===== src/rtl/rptr_pkg.sv =====
package rptr_pkg;

  // Which source the pointer register takes this cycle.
  typedef enum logic [1:0] {
    SRC_HOLD   = 2'd0,
    SRC_SCAN   = 2'd1,
    SRC_COMMIT = 2'd2,
    SRC_DEQNXT = 2'd3
  } ptr_src_e;

endpackage


===== src/rtl/rptr_window_scan.sv =====
module rptr_window_scan #(
  parameter int DEPTH  = 16,
  parameter int WINDOW = 4,
  localparam int IW = $clog2(DEPTH),
  localparam int PW = IW + 1,
  localparam int CW = $clog2(WINDOW + 1)
) (
  input  logic [PW-1:0]    cur_ptr,
  input  logic [PW-1:0]    enq_ptr,
  input  logic [DEPTH-1:0] alloc_vec,
  input  logic [DEPTH-1:0] valid_vec,
  input  logic [DEPTH-1:0] uncached_vec,
  input  logic [DEPTH-1:0] vflag_vec,
  output logic [CW-1:0]    advance
);

  logic [WINDOW-1:0] slot_ready;

  // One lookup per window position; the PW-wide add carries into the flag.
  for (genvar k = 0; k < WINDOW; k++) begin : g_slot
    logic [PW-1:0] pos;
    logic [IW-1:0] idx;
    assign pos = cur_ptr + PW'(k);
    assign idx = pos[IW-1:0];
    assign slot_ready[k] = alloc_vec[idx]
                         & (uncached_vec[idx] | valid_vec[idx] | vflag_vec[idx])
                         & (pos != enq_ptr);
  end

  // First not-ready slot, with an implicit sentinel at WINDOW.
  always_comb begin
    advance = CW'(WINDOW);
    for (int k = WINDOW - 1; k >= 0; k--) begin
      if (!slot_ready[k]) advance = CW'(k);
    end
  end

endmodule


===== src/rtl/rptr_redirect_sel.sv =====
module rptr_redirect_sel #(
  parameter int DEPTH = 16,
  localparam int IW = $clog2(DEPTH),
  localparam int PW = IW + 1
) (
  input  logic [PW-1:0] cmt_ptr,
  input  logic [PW-1:0] deq_ptr,
  input  logic [PW-1:0] deq_next_ptr,
  output logic          cmt_ahead,
  output logic [PW-1:0] reload_ptr
);

  logic flag_diff;
  logic idx_gt;

  assign flag_diff = cmt_ptr[PW-1] ^ deq_ptr[PW-1];
  assign idx_gt    = cmt_ptr[IW-1:0] > deq_ptr[IW-1:0];
  assign cmt_ahead = flag_diff ^ idx_gt;

  always_comb begin
    reload_ptr = deq_next_ptr;
    if (cmt_ahead) reload_ptr = cmt_ptr;
  end

endmodule


===== src/rtl/rptr_ready_vec.sv =====
module rptr_ready_vec #(
  parameter int DEPTH = 16
) (
  input  logic             clk,
  input  logic             rst_n,
  input  logic [DEPTH-1:0] alloc_vec,
  input  logic [DEPTH-1:0] valid_vec,
  input  logic [DEPTH-1:0] uncached_vec,
  output logic [DEPTH-1:0] ready_q
);

  logic [DEPTH-1:0] ready_d;

  for (genvar i = 0; i < DEPTH; i++) begin : g_bit
    assign ready_d[i] = alloc_vec[i] & (uncached_vec[i] | valid_vec[i]);
  end

  always_ff @(posedge clk or negedge rst_n) begin
    if (!rst_n) ready_q <= '0;
    else        ready_q <= ready_d;
  end

endmodule


===== src/rtl/rptr_tracker.sv =====
module rptr_tracker #(
  parameter int DEPTH  = 16,
  parameter int WINDOW = 4,
  localparam int IW = $clog2(DEPTH),
  localparam int PW = IW + 1,
  localparam int CW = $clog2(WINDOW + 1)
) (
  input  logic             clk,
  input  logic             rst_n,
  input  logic [DEPTH-1:0] alloc_vec,
  input  logic [DEPTH-1:0] valid_vec,
  input  logic [DEPTH-1:0] uncached_vec,
  input  logic [DEPTH-1:0] vflag_vec,
  input  logic             enq_flag,
  input  logic [IW-1:0]    enq_idx,
  input  logic             deq_flag,
  input  logic [IW-1:0]    deq_idx,
  input  logic             deq_next_flag,
  input  logic [IW-1:0]    deq_next_idx,
  input  logic             cmt_flag,
  input  logic [IW-1:0]    cmt_idx,
  input  logic             redirect,
  output logic             rdy_flag,
  output logic [IW-1:0]    rdy_idx,
  output logic [DEPTH-1:0] ready_vec
);
  import rptr_pkg::*;

  logic [PW-1:0] ptr_q;
  logic [PW-1:0] ptr_d;
  logic          ptr_en;
  logic [CW-1:0] advance;
  logic [PW-1:0] reload_ptr;
  logic          cmt_ahead;
  ptr_src_e      src;

  rptr_window_scan #(.DEPTH(DEPTH), .WINDOW(WINDOW)) u_scan (
    .cur_ptr      (ptr_q),
    .enq_ptr      ({enq_flag, enq_idx}),
    .alloc_vec    (alloc_vec),
    .valid_vec    (valid_vec),
    .uncached_vec (uncached_vec),
    .vflag_vec    (vflag_vec),
    .advance      (advance)
  );

  rptr_redirect_sel #(.DEPTH(DEPTH)) u_redir (
    .cmt_ptr      ({cmt_flag, cmt_idx}),
    .deq_ptr      ({deq_flag, deq_idx}),
    .deq_next_ptr ({deq_next_flag, deq_next_idx}),
    .cmt_ahead    (cmt_ahead),
    .reload_ptr   (reload_ptr)
  );

  rptr_ready_vec #(.DEPTH(DEPTH)) u_rvec (
    .clk          (clk),
    .rst_n        (rst_n),
    .alloc_vec    (alloc_vec),
    .valid_vec    (valid_vec),
    .uncached_vec (uncached_vec),
    .ready_q      (ready_vec)
  );

  // Source select: redirect first, then scan advance, else hold.
  always_comb begin
    if (redirect)             src = cmt_ahead ? SRC_COMMIT : SRC_DEQNXT;
    else if (advance != '0)   src = SRC_SCAN;
    else                      src = SRC_HOLD;
  end

  always_comb begin
    ptr_en = 1'b1;
    ptr_d  = ptr_q;
    unique case (src)
      SRC_COMMIT, SRC_DEQNXT: ptr_d = reload_ptr;
      SRC_SCAN:               ptr_d = ptr_q + PW'(advance);
      default:                ptr_en = 1'b0;
    endcase
  end

  always_ff @(posedge clk or negedge rst_n) begin
    if (!rst_n)      ptr_q <= '0;
    else if (ptr_en) ptr_q <= ptr_d;
  end

  assign rdy_flag = ptr_q[PW-1];
  assign rdy_idx  = ptr_q[IW-1:0];

endmodule


===== config.mk =====
export PLATFORM = sky130hd
export DESIGN_NAME = rptr_tracker
export DESIGN_NICKNAME = d
export VERILOG_FILES = /design/src/rtl/rptr_pkg.sv /design/src/rtl/rptr_window_scan.sv /design/src/rtl/rptr_redirect_sel.sv /design/src/rtl/rptr_ready_vec.sv /design/src/rtl/rptr_tracker.sv
export SDC_FILE = /design/constraint.sdc
export NUM_CORES = 1
export LEC_CHECK = 0
export ABC_AREA = 1
export CORE_MARGIN = 2
export CORE_UTILIZATION = 42
export DETAILED_ROUTE_END_ITERATION = 7
export PLACE_DENSITY = 0.84
export SLEW_MARGIN = 5
export SYNTH_ARGS = -nofsm -noshare
export SYNTH_HDL_FRONTEND = slang
export SYNTH_SLANG_ARGS = --single-unit

===== constraint.sdc =====
create_clock -name clk -period 3.35 [get_ports clk]
set_clock_uncertainty 0.2 [all_clocks]
set_input_delay 0.5025 -clock clk [delete_from_list [all_inputs] [get_ports clk]]
set_output_delay 0.5025 -clock clk [all_outputs]
set_load 0.02 [all_outputs]

-- After elaboration in Yosys (flattened, before gate mapping)
Index checks and enable logic that the tools add are counted.
- register bits: 21
- input port bits: 87
- output and inout bits: 21
- word-level logic and storage cells: 115
- add/sub/neg operators: 4
- order comparisons: 5
- eq/ne operators: 7
- muxes and demuxes: 42
- bitwise logic cells: 50
- reductions and logical operators: 5
- operators by type and width (kind ; count):
    $bmux 1 s4 ; 16
    $and 1x1->1 ; 24
    $or 1x1->1 ; 24
    $lt 4x5->1 const B ; 4
    $ne 5x5->1 ; 4
    $mux 1 ; 19
    $mux 3 ; 4
    $add 5x2->5 const B ; 2
    $pmux 5 s2 ; 1
    $add 5x1->5 const B ; 1
    $add 5x3->5 ; 1
    $mux 5 ; 1
    $eq 2x2->1 const B ; 2
    $gt 4x4->1 ; 1
    $reduce_bool 3->1 ; 1
    $reduce_or 3->1 ; 1
    $eq 2x1->1 const B ; 1
    $mux 2 ; 1
    $reduce_and 2->1 ; 1
    $reduce_bool 2->1 ; 1
    $reduce_or 2->1 ; 1
    $xor 1x1->1 ; 2

-- Logic depth before layout (Yosys ltp)
- depth after elaboration: 18
- depth in mapped cells: 25
- gate-level depth less buffers: 20

-- Modules after synthesis
Synthesis repeated with hierarchy kept, for this count alone.
- cells, all modules: 590
- area, all modules: 3206.8 um2
- by module, submodules not included (module ; instances ; cells each ; area each (um2) ; sequential area each (um2)):
    rptr_window_scan ; 1 ; 427 ; 2010.7 ; 0.0
    rptr_ready_vec ; 1 ; 64 ; 580.6 ; 400.4
    rptr_tracker ; 1 ; 58 ; 401.6 ; 125.1
    rptr_redirect_sel ; 1 ; 41 ; 214.0 ; 0.0

-- Worst setup path after synthesis
Ideal clock, no wire load.
- path type: register to register
- start point: register ptr_q[0]
- end point: register ptr_q[4]
- library setup time: 69 ps
- arrival: 3401 ps
- required time: 3081 ps
- path slack: -320 ps
- stages on the path, launching flop included: 23
- path buffers: 5
- clock period less this slack: 3670 ps
- path through: dfrtp_1 -> buf_6 -> inv_4 -> buf_6 -> buf_6 -> ha_1 -> buf_2 -> inv_1 -> buf_2 -> mux2i_1 -> nand2_1 -> nand3b_1 -> nand3_1 -> nand2_1 -> nor2_2 -> a21oi_1 -> ha_1 -> inv_1 -> fa_1 -> o22ai_1 -> xor2_1 -> nand4_1 -> nand3_1
- longest elaborated chain between the ends: 18
- elaborated cells between the ends (all ways): 72
- classes of those cells: 4 x add/sub; 7 x eq/ne; 40 x mux; 16 x bitwise; 5 x reduce/logical
- RTL lines (what ; line ; RTL):
    start: declaration ; rptr_tracker.sv:29 ; logic [PW-1:0] ptr_q;
    start signal: assignment ; rptr_tracker.sv:83 ; else if (ptr_en) ptr_q <= ptr_d;
    $add 5x2->5 ; rptr_window_scan.sv:23 ; assign pos = cur_ptr + PW'(k);
    $bmux 1 s4 ; rptr_window_scan.sv:26 ; & (uncached_vec[idx] | valid_vec[idx] | vflag_vec[idx])
    $mux 1 (implied by the code) ; rptr_window_scan.sv:26 ;
    $or 1x1->1 (2 in a row) ; rptr_window_scan.sv:26 ;
    $and 1x1->1 ; rptr_window_scan.sv:26 ;
    $and 1x1->1 ; rptr_window_scan.sv:27 ; & (pos != enq_ptr);
    $mux 3 (4 in a row) ; rptr_window_scan.sv:34 ; if (!slot_ready[k]) advance = CW'(k);
    $reduce_bool 3->1 ; rptr_tracker.sv:67 ; else if (advance != '0) src = SRC_SCAN;
    $mux 1 ; rptr_tracker.sv:67 ;
    $mux 2 ; rptr_tracker.sv:66 ; if (redirect) src = cmt_ahead ? SRC_COMMIT : SRC_DEQNXT;
    $eq 2x1->1 or $eq 2x2->1 (tied branches) ; rptr_tracker.sv:74 ; unique case (src)
    $reduce_or 3->1 (no line) or $reduce_or 2->1 (tied branches) ; - ;
    $mux 1 or $reduce_bool 2->1 (tied branches) ; - ;
    $reduce_and 2->1 (no line) ; - ;
Parallel ways exist; a longest one is shown, timed or not. The select of a mux whose other input is x is not followed.
A chain may end at the register's enable or synchronous reset.

-- Final worst setup path
Same ends and word-level chain as after synthesis.

==> out/metrics.cfg <==
[route]
route.met3.wl_um = 752
drc = 0
met2_length_um = 5144
vias = 4043
finalWirelength_um = 10460
wl_per_cell_um = 13.29
met1Wirelength_um = 4426
top_layer_used = met4
dr.pass1.iters = 6
drt_iter0_drc = 257
ant_nets = 0
vias_per_cell = 5.137

[global_route]
grt_max_degree = 61
grt_pass1_wl_um = 16770
grt-ovfl-total = 0
antenna_found_initial = 0
grt_pass1_vias = 3731
grt.total_usage_pct = 24.56

[cts]
htreeDepth = 1
clock-root-buffer = clkbuf_8
cts_tree = yes
clk_pin_slew_ns = 0.09
worstSkewPairLatency_ns = 0.27
clock_sinks = 21
cts.path.max_buffers = 2
numCtsBuffers = 3

[synth]
ys_ff_latch = 21
syn_inst = 563
synthesis.nets = 662
synth_cell_type_count = 33
yosysSeqAreaShare_pct = 16.79
netlist_area_um2 = 3129
ys_warn_count = 0
syn_area_per_cell_um2 = 5.558

[power_and_ir_drop]
leakage_nw = 2.377
p_per_area_nw_per_um2 = 911.8
peakVddDrop_uv = 380.4
power_mw = 4.208

[layout]
antenna_cells = 0
multi_input_area_um2 = 2212
final_util_pct = 63.98
drive_above_1_share_pct = 8.576
seq_area_um2 = 529.3
area_delta_synth_final_pct = 47.50
fin_nets = 788
fillers = 690

[timing]
relSlewSlack_pct = 64.83
fin_tns_setup_ns = 0
drv_slew = 0
max_slew.worst_pin.slew_ns = 0.5260
setup_ws_ns = 0.1265
min_period_ns = 3.224
max_freq_ghz = 0.3102
period_share_pct = 96.23
setup_viol = 0
final-hold-violation-count = 0
holdWs_ns = 0.3697

[setup_path]
r2r_cells = 18
cp.arrival_ns = 3.24
critical_path.max_stage_delay_ns = 0.48
worst_setup_path_start_kind = flip-flop
worst-endpoint-required_ns = 3.36
criticalPathCategory = flip-flop to flip-flop
critPathSlowestCell = dfrtp_2
r2r_slack_ns = 0.13
worst_r2r_endpoint = ptr_q[4]
cp_common_cell = nand2_1
endpoint_kind = flip-flop
critPathMaxFanout = 6
reg2reg_from = ptr_q[0]
cp_cell_sequence = inv_4 > ha_4 > buf_4 > xnor2_1 > nor2_1 > nand2_1 > nor2_1 > nand2_1 > nand3_2 > nand2_1 > a21oi_1 > ha_2 > inv_1 > fa_2 > o22ai_2 > xor2_1 > nand4_1 > nand3_1

[place]
gp_congestion = 0.9418
port_buffers = 107
hpwlAfterDp_um = 8124
dpl_worst_slack_ns = -0.1078

[floorplanning]
io_pins = 108
core-area_um2 = 7214
initial_utilization_pct = 43.37
die_area_um2 = 8157
die_x_um = 90.32
die_y_um = 90.32
row_count = 31

[job]
cap_violations = 0

[status]
status = completed

[worst_hold_path]
hold_class = primary input to asynchronous set/reset pin

worst max path at each step:
stage / startpoint / to / slack [ns] / depth (start not counted)
2_1_floorplan: ptr_q[0] / ptr_q[4] / 0.02 / 22
3_3_place_gp: alloc_vec[6] / ptr_q[4] / 0.04 / 18
3_5_place_dp: uncached_vec[8] / ptr_q[4] / -0.11 / 17
4_1_cts: ptr_q[1] / ptr_q[4] / 0.02 / 17
5_1_grt: ptr_q[0] / ptr_q[4] / -0.02 / 19
6_report: ptr_q[0] / ptr_q[4] / 0.13 / 18
synth_stat cells:
cell | count | area (um^2)
clkbuf_1 | 1 | 3.750
ha_1 | 11 | 137.6
buf_2 | 10 | 50.05
nand3_1 | 67 | 335.3
buf_4 | 3 | 22.52
a21oi_1 | 8 | 40.04
nand3b_1 | 4 | 30.03
and2_1 | 1 | 6.260
nor2_1 | 38 | 142.6
inv_1 | 70 | 262.8
nand3_2 | 2 | 20.02
fa_1 | 1 | 20.02
buf_6 | 9 | 101.4
o21ai_0 | 37 | 185.2
nand4_1 | 8 | 50.05
nor2b_1 | 1 | 6.260
xor2_1 | 11 | 96.34
dfrtp_1 | 21 | 525.5
nor3_1 | 1 | 5.000
a211oi_1 | 1 | 7.510
o211ai_1 | 6 | 45.04
nand2_1 | 224 | 840.8
mux2i_1 | 1 | 10.01
clkinv_1 | 1 | 3.750
xnor2_2 | 1 | 16.27
inv_4 | 1 | 6.260
o21ai_1 | 10 | 50.05
nor2_2 | 1 | 6.260
o211a_1 | 1 | 10.01
o22ai_1 | 3 | 18.77
xnor2_1 | 7 | 61.31
nand2b_1 | 1 | 6.260
or2_1 | 1 | 6.260
power breakdown:
part           leakage (nW)  switching (mW)  internal [mW]
logic                  2.10            2.08           1.55
clock network        0.0228          0.0965         0.0852
registers             0.253          0.0920          0.301
total                  2.38            2.27           1.94
state kept, by name, summed over array words and instances (netlist names):
register	count
u_rvec.ready_q	16
ptr_q	5
critical path, delay by kind of cell, from the launching register on:
family                     cells  cell delay (ns)
DFF                            1             0.48
xor gates and xnor gates       2             0.33
AOI/OAI and AO/OA              2             0.32
adders and majority gates      3             0.80
and+or+nand+nor                8             0.73
buffers and inverters          3             0.30
cell families after synthesis:
kind of cell / Yosys count / synth area share (%)
DFF: 21 / 16.79
xor gates and xnor gates: 19 / 5.558
AOI/OAI and AO/OA: 66 / 11.40
adders and majority gates: 12 / 5.038
buffers and inverters: 95 / 14.39
muxes: 1 / 0.3199
and+or+nand+nor: 349 / 46.50
per-stage QoR:
step,instances,instance area [um^2]
2_1_floorplan,563,3184
4_1_cts,778,4442
6_report,787,4616
3_3_place_gp,773,4389
5_1_grt,787,4616
3_5_place_dp,773,4389
cell type report:
class | instances | share of cell area (%)
Clock buffer | 4 | 0.9759
Multi-Input combinational cell | 447 | 47.93
Timing Repair Buffer | 143 | 30.47
Inverter | 72 | 6.235
Tap cell | 99 | 2.684
Timing Repair inverter | 1 | 0.2440
Sequential cell | 21 | 11.47
routing by layer:
metal	track usage (%)	vias up
met5	0	-
met4	6.154	0
met3	4.007	15
met2	43.11	177
met1	31.43	1817
li1	-	2034
what timing repair did:
| item | CTS | global route |
|---|---|---|
| hold buffers | 0 | 0 |
| pin swaps | 1 | 6 |
| setup buffers | 1 | 7 |
| gates resized for setup | 0 | 29 |
| cloned | 0 | 2 |
| endpoints found under the setup margin | 1 | 4 |
cells in the final DEF, fill, tap and decap left out, drive strengths merged:
cell type,count
a211oi,1
a21oi,8
and2,1
buf,35
clkbuf,5
clkdlybuf4s50,107
clkinv,2
dfrtp,21
fa,1
ha,11
inv,71
mux2i,1
nand2,224
nand2b,1
nand3,69
nand3b,4
nand4,8
nor2,39
nor2b,1
nor3,1
o211a,1
o211ai,6
o21ai,47
o22ai,3
or2,1
xnor2,8
xor2,11
(Power assumes the default switching activity.)
